`config.mk`:
```
export PLATFORM = sky130hd
export DESIGN_NAME = seg_xlate_unit
export DESIGN_NICKNAME = d
export VERILOG_FILES = /design/src/rtl/seg_xlate_pkg.sv /design/src/rtl/seg_table_regs.sv /design/src/rtl/seg_check.sv /design/src/rtl/seg_rsp_reg.sv /design/src/rtl/seg_xlate_unit.sv
export SDC_FILE = /design/constraint.sdc
export NUM_CORES = 1
export LEC_CHECK = 0
export BUFFER_PORTS_ARGS = -buffer_cell sky130_fd_sc_hd__buf_4
export CORE_MARGIN = 3
export CORE_UTILIZATION = 30
export DETAILED_ROUTE_END_ITERATION = 10
export GPL_TIMING_DRIVEN = 1
export PLACE_DENSITY = 0.52
export SETUP_SLACK_MARGIN = 0.5
export SLEW_MARGIN = 10
export SYNTH_ARGS = -nofsm -noshare
export SYNTH_HDL_FRONTEND = slang
export SYNTH_HIERARCHICAL = 1
export SYNTH_SLANG_ARGS = --single-unit
```
`constraint.sdc`:
```
create_clock -name clk -period 3.7 [get_ports clk]
set_input_delay 0.185 -clock clk [delete_from_list [all_inputs] [get_ports clk]]
set_output_delay 0.185 -clock clk [all_outputs]
set_load 0.01 [all_outputs]
```
`src/rtl/seg_xlate_pkg.sv`:
```
package seg_xlate_pkg;

  typedef enum logic [2:0] {
    CAUSE_NONE  = 3'd0,
    CAUSE_LEN   = 3'd1,
    CAUSE_INVAL = 3'd2,
    CAUSE_LIMIT = 3'd3,
    CAUSE_PERM  = 3'd4
  } cause_e;

  typedef enum logic [1:0] {
    ACC_READ  = 2'd0,
    ACC_WRITE = 2'd1,
    ACC_EXEC  = 2'd2,
    ACC_RSVD  = 2'd3
  } acc_e;

  localparam int PERM_W = 3;
  localparam int PERM_R = 0;
  localparam int PERM_WR = 1;
  localparam int PERM_X = 2;

endpackage

```
`src/rtl/seg_table_regs.sv`:
```
module seg_table_regs
  import seg_xlate_pkg::*;
#(
  parameter int SEG_W  = 4,
  parameter int BASE_W = 24,
  parameter int LIM_W  = 17
) (
  input  logic              clk,
  input  logic              rst_n,
  input  logic              wr_en,
  input  logic [SEG_W-1:0]  wr_idx,
  input  logic [BASE_W-1:0] wr_base,
  input  logic [LIM_W-1:0]  wr_limit,
  input  logic              wr_valid,
  input  logic [PERM_W-1:0] wr_perm,
  input  logic              len_wr,
  input  logic [SEG_W:0]    len_wdata,
  input  logic [SEG_W-1:0]  rd_idx,
  output logic [BASE_W-1:0] rd_base,
  output logic [LIM_W-1:0]  rd_limit,
  output logic              rd_valid,
  output logic [PERM_W-1:0] rd_perm,
  output logic [SEG_W:0]    len_q
);

  localparam int NSEG = 1 << SEG_W;

  logic [BASE_W-1:0] base_q  [NSEG];
  logic [LIM_W-1:0]  limit_q [NSEG];
  logic              valid_q [NSEG];
  logic [PERM_W-1:0] perm_q  [NSEG];

  for (genvar g = 0; g < NSEG; g++) begin : g_ent
    logic sel;
    assign sel = wr_en && (wr_idx == SEG_W'(g));
    always_ff @(posedge clk or negedge rst_n) begin
      if (!rst_n) begin
        base_q[g]  <= '0;
        limit_q[g] <= '0;
        valid_q[g] <= 1'b0;
        perm_q[g]  <= '0;
      end else if (sel) begin
        base_q[g]  <= wr_base;
        limit_q[g] <= wr_limit;
        valid_q[g] <= wr_valid;
        perm_q[g]  <= wr_perm;
      end
    end
  end

  always_ff @(posedge clk or negedge rst_n) begin
    if (!rst_n)      len_q <= '0;
    else if (len_wr) len_q <= len_wdata;
  end

  // Reads see the registered contents, so a same-cycle write is not forwarded.
  assign rd_base  = base_q[rd_idx];
  assign rd_limit = limit_q[rd_idx];
  assign rd_valid = valid_q[rd_idx];
  assign rd_perm  = perm_q[rd_idx];


  reset_len_zero_chk: assert property (@(posedge clk) disable iff (!rst_n)
    $rose(rst_n) |-> (len_q == '0));

endmodule

```
`src/rtl/seg_check.sv`:
```
module seg_check
  import seg_xlate_pkg::*;
#(
  parameter int SEG_W  = 4,
  parameter int OFF_W  = 16,
  parameter int BASE_W = 24,
  parameter int LIM_W  = 17
) (
  input  logic [SEG_W-1:0]  seg,
  input  logic [OFF_W-1:0]  off,
  input  logic [1:0]        acc,
  input  logic [SEG_W:0]    len,
  input  logic [BASE_W-1:0] base,
  input  logic [LIM_W-1:0]  limit,
  input  logic              ent_valid,
  input  logic [PERM_W-1:0] perm,
  output cause_e            cause,
  output logic [BASE_W-1:0] pa,
  output logic              len_bad,
  output logic              inval_bad,
  output logic              limit_bad,
  output logic              perm_bad
);

  function automatic logic seg_in_range(input logic [SEG_W-1:0] s,
                                        input logic [SEG_W:0] n);
    return {1'b0, s} < n;
  endfunction

  function automatic logic off_in_limit(input logic [OFF_W-1:0] o,
                                        input logic [LIM_W-1:0] l);
    return LIM_W'(o) < l;
  endfunction

  function automatic logic access_allowed(input logic [PERM_W-1:0] p,
                                          input logic [1:0] a);
    case (acc_e'(a))
      ACC_READ:  return p[PERM_R];
      ACC_WRITE: return p[PERM_WR];
      ACC_EXEC:  return p[PERM_X];
      default:   return 1'b0;
    endcase
  endfunction

  function automatic logic [BASE_W-1:0] phys_sum(input logic [BASE_W-1:0] b,
                                                 input logic [OFF_W-1:0] o);
    return b + BASE_W'(o);
  endfunction

  assign len_bad   = !seg_in_range(seg, len);
  assign inval_bad = !ent_valid;
  assign limit_bad = !off_in_limit(off, limit);
  assign perm_bad  = !access_allowed(perm, acc);

  always_comb begin
    if (len_bad)        cause = CAUSE_LEN;
    else if (inval_bad) cause = CAUSE_INVAL;
    else if (limit_bad) cause = CAUSE_LIMIT;
    else if (perm_bad)  cause = CAUSE_PERM;
    else                cause = CAUSE_NONE;
  end

  assign pa = (cause == CAUSE_NONE) ? phys_sum(base, off) : '0;


  always_comb begin
    cause_order_chk: assert ((cause == CAUSE_NONE) ==
                             !(len_bad || inval_bad || limit_bad || perm_bad));
  end

endmodule

```
`src/rtl/seg_rsp_reg.sv`:
```
module seg_rsp_reg
  import seg_xlate_pkg::*;
#(
  parameter int BASE_W = 24
) (
  input  logic              clk,
  input  logic              rst_n,
  input  logic              in_valid,
  input  cause_e            in_cause,
  input  logic [BASE_W-1:0] in_pa,
  output logic              out_valid,
  output logic              out_fault,
  output logic [2:0]        out_cause,
  output logic [BASE_W-1:0] out_pa
);

  always_ff @(posedge clk or negedge rst_n) begin
    if (!rst_n) begin
      out_valid <= 1'b0;
      out_fault <= 1'b0;
      out_cause <= '0;
      out_pa    <= '0;
    end else begin
      out_valid <= in_valid;
      out_fault <= in_valid && (in_cause != CAUSE_NONE);
      out_cause <= in_valid ? in_cause : CAUSE_NONE;
      out_pa    <= (in_valid && in_cause == CAUSE_NONE) ? in_pa : '0;
    end
  end


  fault_pa_zero_chk: assert property (@(posedge clk) disable iff (!rst_n)
    out_fault |-> (out_pa == '0));


  fault_in_rsp_chk: assert property (@(posedge clk) disable iff (!rst_n)
    out_fault |-> out_valid);

endmodule

```
`src/rtl/seg_xlate_unit.sv`:
```
module seg_xlate_unit
  import seg_xlate_pkg::*;
#(
  parameter int SEG_W  = 4,
  parameter int OFF_W  = 16,
  parameter int BASE_W = 24,
  localparam int LIM_W = OFF_W + 1
) (
  input  logic              clk,
  input  logic              rst_n,
  input  logic              cfg_we,
  input  logic [SEG_W-1:0]  cfg_idx,
  input  logic [BASE_W-1:0] cfg_base,
  input  logic [LIM_W-1:0]  cfg_limit,
  input  logic              cfg_valid,
  input  logic [2:0]        cfg_perm,
  input  logic              len_we,
  input  logic [SEG_W:0]    len_val,
  input  logic              req_valid,
  input  logic [SEG_W-1:0]  req_seg,
  input  logic [OFF_W-1:0]  req_off,
  input  logic [1:0]        req_acc,
  output logic              rsp_valid,
  output logic [BASE_W-1:0] rsp_pa,
  output logic              rsp_fault,
  output logic [2:0]        rsp_cause
);

  logic [BASE_W-1:0] ent_base;
  logic [LIM_W-1:0]  ent_limit;
  logic              ent_valid;
  logic [PERM_W-1:0] ent_perm;
  logic [SEG_W:0]    len_q;
  cause_e            chk_cause;
  logic [BASE_W-1:0] chk_pa;
  logic              len_bad, inval_bad, limit_bad, perm_bad;

  seg_table_regs #(.SEG_W(SEG_W), .BASE_W(BASE_W), .LIM_W(LIM_W)) u_tab (
    .clk, .rst_n,
    .wr_en(cfg_we), .wr_idx(cfg_idx), .wr_base(cfg_base), .wr_limit(cfg_limit),
    .wr_valid(cfg_valid), .wr_perm(cfg_perm),
    .len_wr(len_we), .len_wdata(len_val),
    .rd_idx(req_seg), .rd_base(ent_base), .rd_limit(ent_limit),
    .rd_valid(ent_valid), .rd_perm(ent_perm), .len_q(len_q)
  );

  seg_check #(.SEG_W(SEG_W), .OFF_W(OFF_W), .BASE_W(BASE_W), .LIM_W(LIM_W)) u_chk (
    .seg(req_seg), .off(req_off), .acc(req_acc), .len(len_q),
    .base(ent_base), .limit(ent_limit), .ent_valid(ent_valid), .perm(ent_perm),
    .cause(chk_cause), .pa(chk_pa),
    .len_bad(len_bad), .inval_bad(inval_bad), .limit_bad(limit_bad), .perm_bad(perm_bad)
  );

  seg_rsp_reg #(.BASE_W(BASE_W)) u_rsp (
    .clk, .rst_n,
    .in_valid(req_valid), .in_cause(chk_cause), .in_pa(chk_pa),
    .out_valid(rsp_valid), .out_fault(rsp_fault), .out_cause(rsp_cause), .out_pa(rsp_pa)
  );


  rsp_follows_req_chk: assert property (@(posedge clk) disable iff (!rst_n)
    req_valid |=> rsp_valid);


  no_req_no_rsp_chk: assert property (@(posedge clk) disable iff (!rst_n)
    !req_valid |=> !rsp_valid);


  len_first_chk: assert property (@(posedge clk) disable iff (!rst_n)
    (req_valid && ({1'b0, req_seg} >= len_q)) |=> (rsp_fault && rsp_cause == 3'd1));


  inval_cause_chk: assert property (@(posedge clk) disable iff (!rst_n)
    (req_valid && !len_bad && !ent_valid) |=> (rsp_cause == 3'd2));


  cause_iff_fault_chk: assert property (@(posedge clk) disable iff (!rst_n)
    rsp_valid |-> (rsp_fault == (rsp_cause != 3'd0)));

endmodule

```
# After elaboration in Yosys (flattened, before gate mapping)
# Index checks and enable logic that the tools add are counted.
# W data, S select, Z words.
# totals
mem_count	0
output_inout_bits	29
rom_bits	0
latchBits	0
ramBits	0
reg_bits	754
wordCells	133
# classes
n_lt_le_gt_ge	3
mux	20
bitwise_logic	1
eq_ne	17
shifts	0
addsub	1
n_mul	0
n_div	0
n_reduce_logical	22
# op_table
cell	count
$bmux W24 S4	1
$mux W24	4
$bmux W17 S4	1
$mux W17	2
$eq A4 B4 Y1 const B	8
$add A24 B16 Y24	1
$mux W3	7
$logic_and A1 B1 Y1	18
$lt A16 B17 Y1	1
$eq A4 B3 Y1 const B	4
$bmux W3 S4	1
$eq A4 B2 Y1 const B	2
$ge A5 B5 Y1 const B	1
$lt A4 B5 Y1	1
$not A4 Y5	1
$bmux W1 S4	1
$eq A4 B1 Y1 const B	1
$logic_not A4 Y1	1
$logic_not A3 Y1	1
$pmux W1 S3	1
$reduce_bool A3 Y1	1
$eq A2 B1 Y1 const B	1
$eq A2 B2 Y1 const B	1
$logic_not A2 Y1	1
$mux W1	2

# Logic depth before layout (Yosys ltp)
# logic_depth
ltp_word	12
ltp_mapped	16
mapped_depth_nobuf	13

# Modules after synthesis
# The synthesis kept the hierarchy.
# modules_own_cells
mod	cells_each	seq_area_each_um2	area_per_inst_um2	n_inst
seg_table_regs	1969	18142.4	32160.8	1
seg_check	249	0.0	1715.4	1
seg_rsp_reg	60	725.7	960.9	1

# Worst setup path before layout
# Ideal clock, no wire load.
# synth_path
kind	input to register
startpoint	input port req_seg[0]
endpoint	register u_rsp.out_pa[23]
arrival_time_ps	3460
setup_ps	65
slack_ps	175
t_required_ps	3635
path_stages	15
path_cell_list	buf_2 -> clkbuf_1 -> buf_2 -> mux4_2 -> a22oi_1 -> nand2_1 -> ha_1 -> buf_6 -> and4_4 -> and3_4 -> a211oi_4 -> o31a_1 -> or4_1 -> a21oi_1 -> and2_2
# synth_lines
element	line_no	source
start, declared	seg_xlate_unit.sv:20	input logic [SEG_W-1:0] req_seg,
$not A4 Y5 (implied by the code)	seg_table_regs.sv:57	assign rd_base = base_q[rd_idx];
$bmux W24 S4	seg_table_regs.sv:57	
$mux W24 (implied by the code) (2 in a row)	seg_table_regs.sv:57	
net ent_base[9]	seg_xlate_unit.sv:29	logic [BASE_W-1:0] ent_base;
$add A24 B16 Y24	seg_check.sv:47	return b + BASE_W'(o);
$mux W24	seg_check.sv:63	assign pa = (cause == CAUSE_NONE) ? phys_sum(base, off) : '0;
net chk_pa[23]	seg_xlate_unit.sv:35	logic [BASE_W-1:0] chk_pa;
$mux W24	seg_rsp_reg.sv:27	out_pa <= (in_valid && in_cause == CAUSE_NONE) ? in_pa : '0;
end signal, assigned	seg_rsp_reg.sv:27	
end, declared	seg_rsp_reg.sv:14	output logic [BASE_W-1:0] out_pa
# The timed path passes the listed nets, and every way through them passes these cells. The select of a mux whose other input is x is not followed.
# A chain may end at the register's enable or synchronous reset.

# Final worst setup path
# layout_path
startpoint	register u_tab/limit_q[82] (netlist name)
endpoint	register u_rsp.out_pa[3]
# layout_via
elab_chain_len	10
# layout_lines
element	line_no	source
start, declared	seg_table_regs.sv:29	logic [LIM_W-1:0] limit_q [NSEG];
start signal, assigned by index	seg_table_regs.sv:44	limit_q[g] <= wr_limit;
$bmux W17 S4 *	seg_table_regs.sv:58	assign rd_limit = limit_q[rd_idx];
$mux W17 (implied by the code) * (2 in a row)	seg_table_regs.sv:58	
net ent_limit[14]	seg_xlate_unit.sv:30	logic [LIM_W-1:0] ent_limit;
$lt A16 B17 Y1 *	seg_check.sv:32	return LIM_W'(o) < l;
$mux W3 *	seg_check.sv:58	else if (limit_bad) cause = CAUSE_LIMIT;
$mux W3 *	seg_check.sv:57	else if (inval_bad) cause = CAUSE_INVAL;
$mux W3 *	seg_check.sv:56	if (len_bad) cause = CAUSE_LEN;
net chk_cause[0]	seg_xlate_unit.sv:34	cause_e chk_cause;
$logic_not A3 Y1 *	seg_check.sv:63, seg_rsp_reg.sv:27	
$mux W24 / $logic_and A1 B1 Y1 (equally long branches)	seg_check.sv:63, seg_rsp_reg.sv:27	
$mux W24 *	seg_rsp_reg.sv:27	
# The timed path passes the listed nets; every way through them passes the cells marked *. The select of a mux whose other input is x is not followed.

==> impl_metrics.tcl <==
set metrics [dict create \
    io_pins 110 \
    insertion_delay_ns 0.65 \
    final-seq-area_mm2 0.01887 \
    yosys_most_used_dff "dfrtp_1" \
    post-route-util_pct 36.54 \
    tightestPinTransition_ns 1.015 \
    final_common_cell "dfrtp_1" \
    setup_violations 0 \
    arrival_ns 3.99 \
    drive_gt1_share_pct 52.24 \
    place_ws_ns -0.2666 \
    portBuffers 109 \
    hold_viol 0 \
    peakVddDrop_mv 0.3273 \
    synthAdderAreaFrac_pct 1.279 \
    final_cell_mix "dfrtp_1, mux2_2, buf_4" \
    r2r.worst_path.cells 15 \
    worst-setup-path-type "reg -> reg" \
    slew-limit-headroom_pct 32.20 \
    status "finished clean" \
    avgSynthCellArea_um2 15.29 \
    cts_sinks 754 \
    r2r_end "u_rsp/out_pa[3]" \
    htreeDepth 3 \
    placementRows 124 \
    dp_hpwl_um 63020 \
    cts_inserted_buffers 83 \
    die_w_um 346.8 \
    multi_input_area_mm2 0.01529 \
    cts_tree "built" \
    drc 0 \
    synth_xor_area_share_pct 0.4274 \
    fillers 10770 \
    synth-simple-area-share_pct 2.651 \
    synth_compound_area_share_pct 3.559 \
    synth_area_mm2 0.03484 \
    power_leakage_nw 17.95 \
    max_freq_mhz 293.2 \
    core_area_mm2 0.1148 \
    skew_ns 0.02013 \
    r2r_start "u_tab/limit_q[82]" \
    globalplace.congestion 0.8343 \
    root_buffer "clkbuf_16" \
    wire_per_inst_um 24.55 \
    critPathRequiredTime_ns 4.28 \
    grt_pass1_wl_um 151300 \
    ant_nets 0 \
    path_clk_slew_ns 0.06 \
    syn-num-nets 2394 \
    die_h_um 346.8 \
    dp.cells 3857 \
    layout_setup_ws_ns 0.2896 \
    layout.cells.non_filler 4081 \
    hp-class "in -> async" \
    overflow 0 \
    critPathLaunchType "flip-flop" \
    yosys_register_bits 754 \
    max_cap_violations 0 \
    synthMuxAreaShare_pct 35.10 \
    wl_um 100200 \
    end_kind "flip-flop" \
    synth-seq-area-share_pct 54.16 \
    antenna_found_initial 10 \
    period_minus_slack_ns 3.410 \
    routed-via-count 20730 \
    cp_max_fo 6 \
    rsz0062_at_grt "yes" \
    async_reset_ff_share_pct 100.0 \
    nets 2612 \
    start_util_pct 30.34 \
    grt_pass1_vias 23030 \
    dr.first_iter.drc_count 1149 \
    synth-edff-count 0 \
    r2r_slack_ns 0.29 \
    synth_cells 2278 \
    ys_warn_count 6 \
    via_per_inst 5.080 \
    power_per_cell_area_mw_per_mm2 578.6 \
    slew_viol_final 0 \
    area_delta_synth_final_pct 20.41 \
    timing.final.crit_share_pct 92.17 \
    synth_top_family_by_area "multiplexers" \
    finalSetupTns_ns 0 \
    yosysUniqueCellTypes 65 \
    grt_max_degree 111 \
    dr.pass1.iters 5 \
    clock_tree.buffer_depth 3 \
    die_area_mm2 0.1202 \
    grt_usage_pct 16.60 \
]
through the flow:
step / instance area (um2) / power (mW) / hold slack (ns)
2_1_floorplan: 34970 / 14.29 / -0.1106
3_3_place_gp: 38360 / 15.69 / 0.2298
3_5_place_dp: 38360 / 16.02 / 0.2339
4_1_cts: 41880 / 24.56 / 0.1529
5_1_grt: 41930 / 25.49 / 0.1862
6_report: 41950 / 24.27 / 0.1535
worst max-delay path: stages (launching register included):
cell      delay [ns]
dfrtp_1         0.39
mux4_2          0.46
a22oi_1         0.20
nand2_1         0.09
inv_2           0.07
ha_4            0.20
nand4b_1        0.22
o32ai_2         0.11
a211o_1         0.37
a21o_1          0.20
a21o_4          0.24
nor4b_4         0.29
buf_6           0.17
buf_6           0.10
buf_6           0.10
and2_4          0.12
how the worst max path moves through the flow:
stage	startpoint	to	slack (ns)
after floorplan	req_seg[0]	u_rsp/out_pa[5]	0.51
after global placement	req_seg[0]	u_rsp/out_pa[12]	-0.22
after detailed placement	req_seg[0]	u_rsp/out_pa[12]	-0.27
after CTS	u_tab/limit_q[232]	u_rsp/out_pa[10]	0.33
after global routing	u_tab/limit_q[218]	u_rsp/out_pa[3]	0.16
final	u_tab/limit_q[82]	u_rsp/out_pa[3]	0.29
metal layers:
metal | vias to the layer above | GRT usage, % | part of all wire [%]
li1 | 8912 | - | -
met1 | 11320 | 22.74 | 46
met2 | 358 | 27.45 | 48
met3 | 135 | 2.875 | 3.9
met4 | 4 | 4.014 | 2.0
met5 | - | 0 | 0.030
registers in the layout, indices dropped and copies added (netlist names):
register	flops
u_rsp/out_fault	1
u_tab/limit_q	272
u_tab/base_q	384
u_rsp/out_pa	24
u_rsp/out_cause	3
u_tab/len_q	5
u_tab/valid_q	16
u_tab/perm_q	48
u_rsp/out_valid	1
cells by family (layout without fill, tap and decap cells):
family,count (synthesis),in the layout
simple gates,177,177
mux,906,906
flops,754,754
xor+xnor,17,17
buf+inv,218,503
other cells,0,6
compound gates,171,171
fa+ha+maj,35,35
power by group:
group | internal [mW] | leakage (nW) | total [mW] | switching (mW)
clock | 4.74 | 1.33 | 8.23 | 3.48
sequential | 10.1 | 9.29 | 11.0 | 0.904
combinational | 2.98 | 7.34 | 5.04 | 2.06
total | 17.8 | 18.0 | 24.3 | 6.45
area by class of cell:
class                           count  area share (%)
Clock buffer                      117           5.590
Antenna cell                        6         0.03579
Clock inverter                     35          0.8620
Inverter                           33          0.2953
Multi-Input combinational cell   1306           36.45
Sequential cell                   754           44.98
Timing Repair Buffer              318           7.278
Tap cell                         1512           4.510
Yosys cell counts, drive strengths merged (4+ instances only):
| master | number | area share, % |
|---|---|---|
| a211oi | 5 | 0.16 |
| a21o | 10 | 0.22 |
| a21oi | 24 | 0.36 |
| a22oi | 90 | 1.9 |
| a31oi | 5 | 0.090 |
| and2 | 30 | 0.57 |
| and3 | 6 | 0.12 |
| buf | 99 | 1.5 |
| clkbuf | 86 | 0.93 |
| dfrtp | 754 | 54 |
| ha | 34 | 1.2 |
| inv | 33 | 0.36 |
| mux2 | 725 | 23 |
| mux4 | 180 | 12 |
| nand2 | 61 | 0.66 |
| nand2b | 5 | 0.090 |
| nand3 | 11 | 0.16 |
| nand3b | 5 | 0.11 |
| nor2 | 38 | 0.47 |
| o21a | 4 | 0.086 |
| o21ai | 13 | 0.19 |
| or3 | 7 | 0.13 |
| xnor2 | 12 | 0.30 |
| xor2 | 5 | 0.13 |
repair_timing:
| item | CTS | global route |
|---|---|---|
| gates cloned | 2 | 0 |
| setup endpoints to repair | 28 | 25 |
| resized for setup | 35 | 9 |
| pin swaps | 8 | 12 |
| hold buffers | 57 | 0 |
| buffers inserted | 5 | 2 |
| hold endpoints to repair | 794 | 0 |
Power figures use the tool's default switching activity.
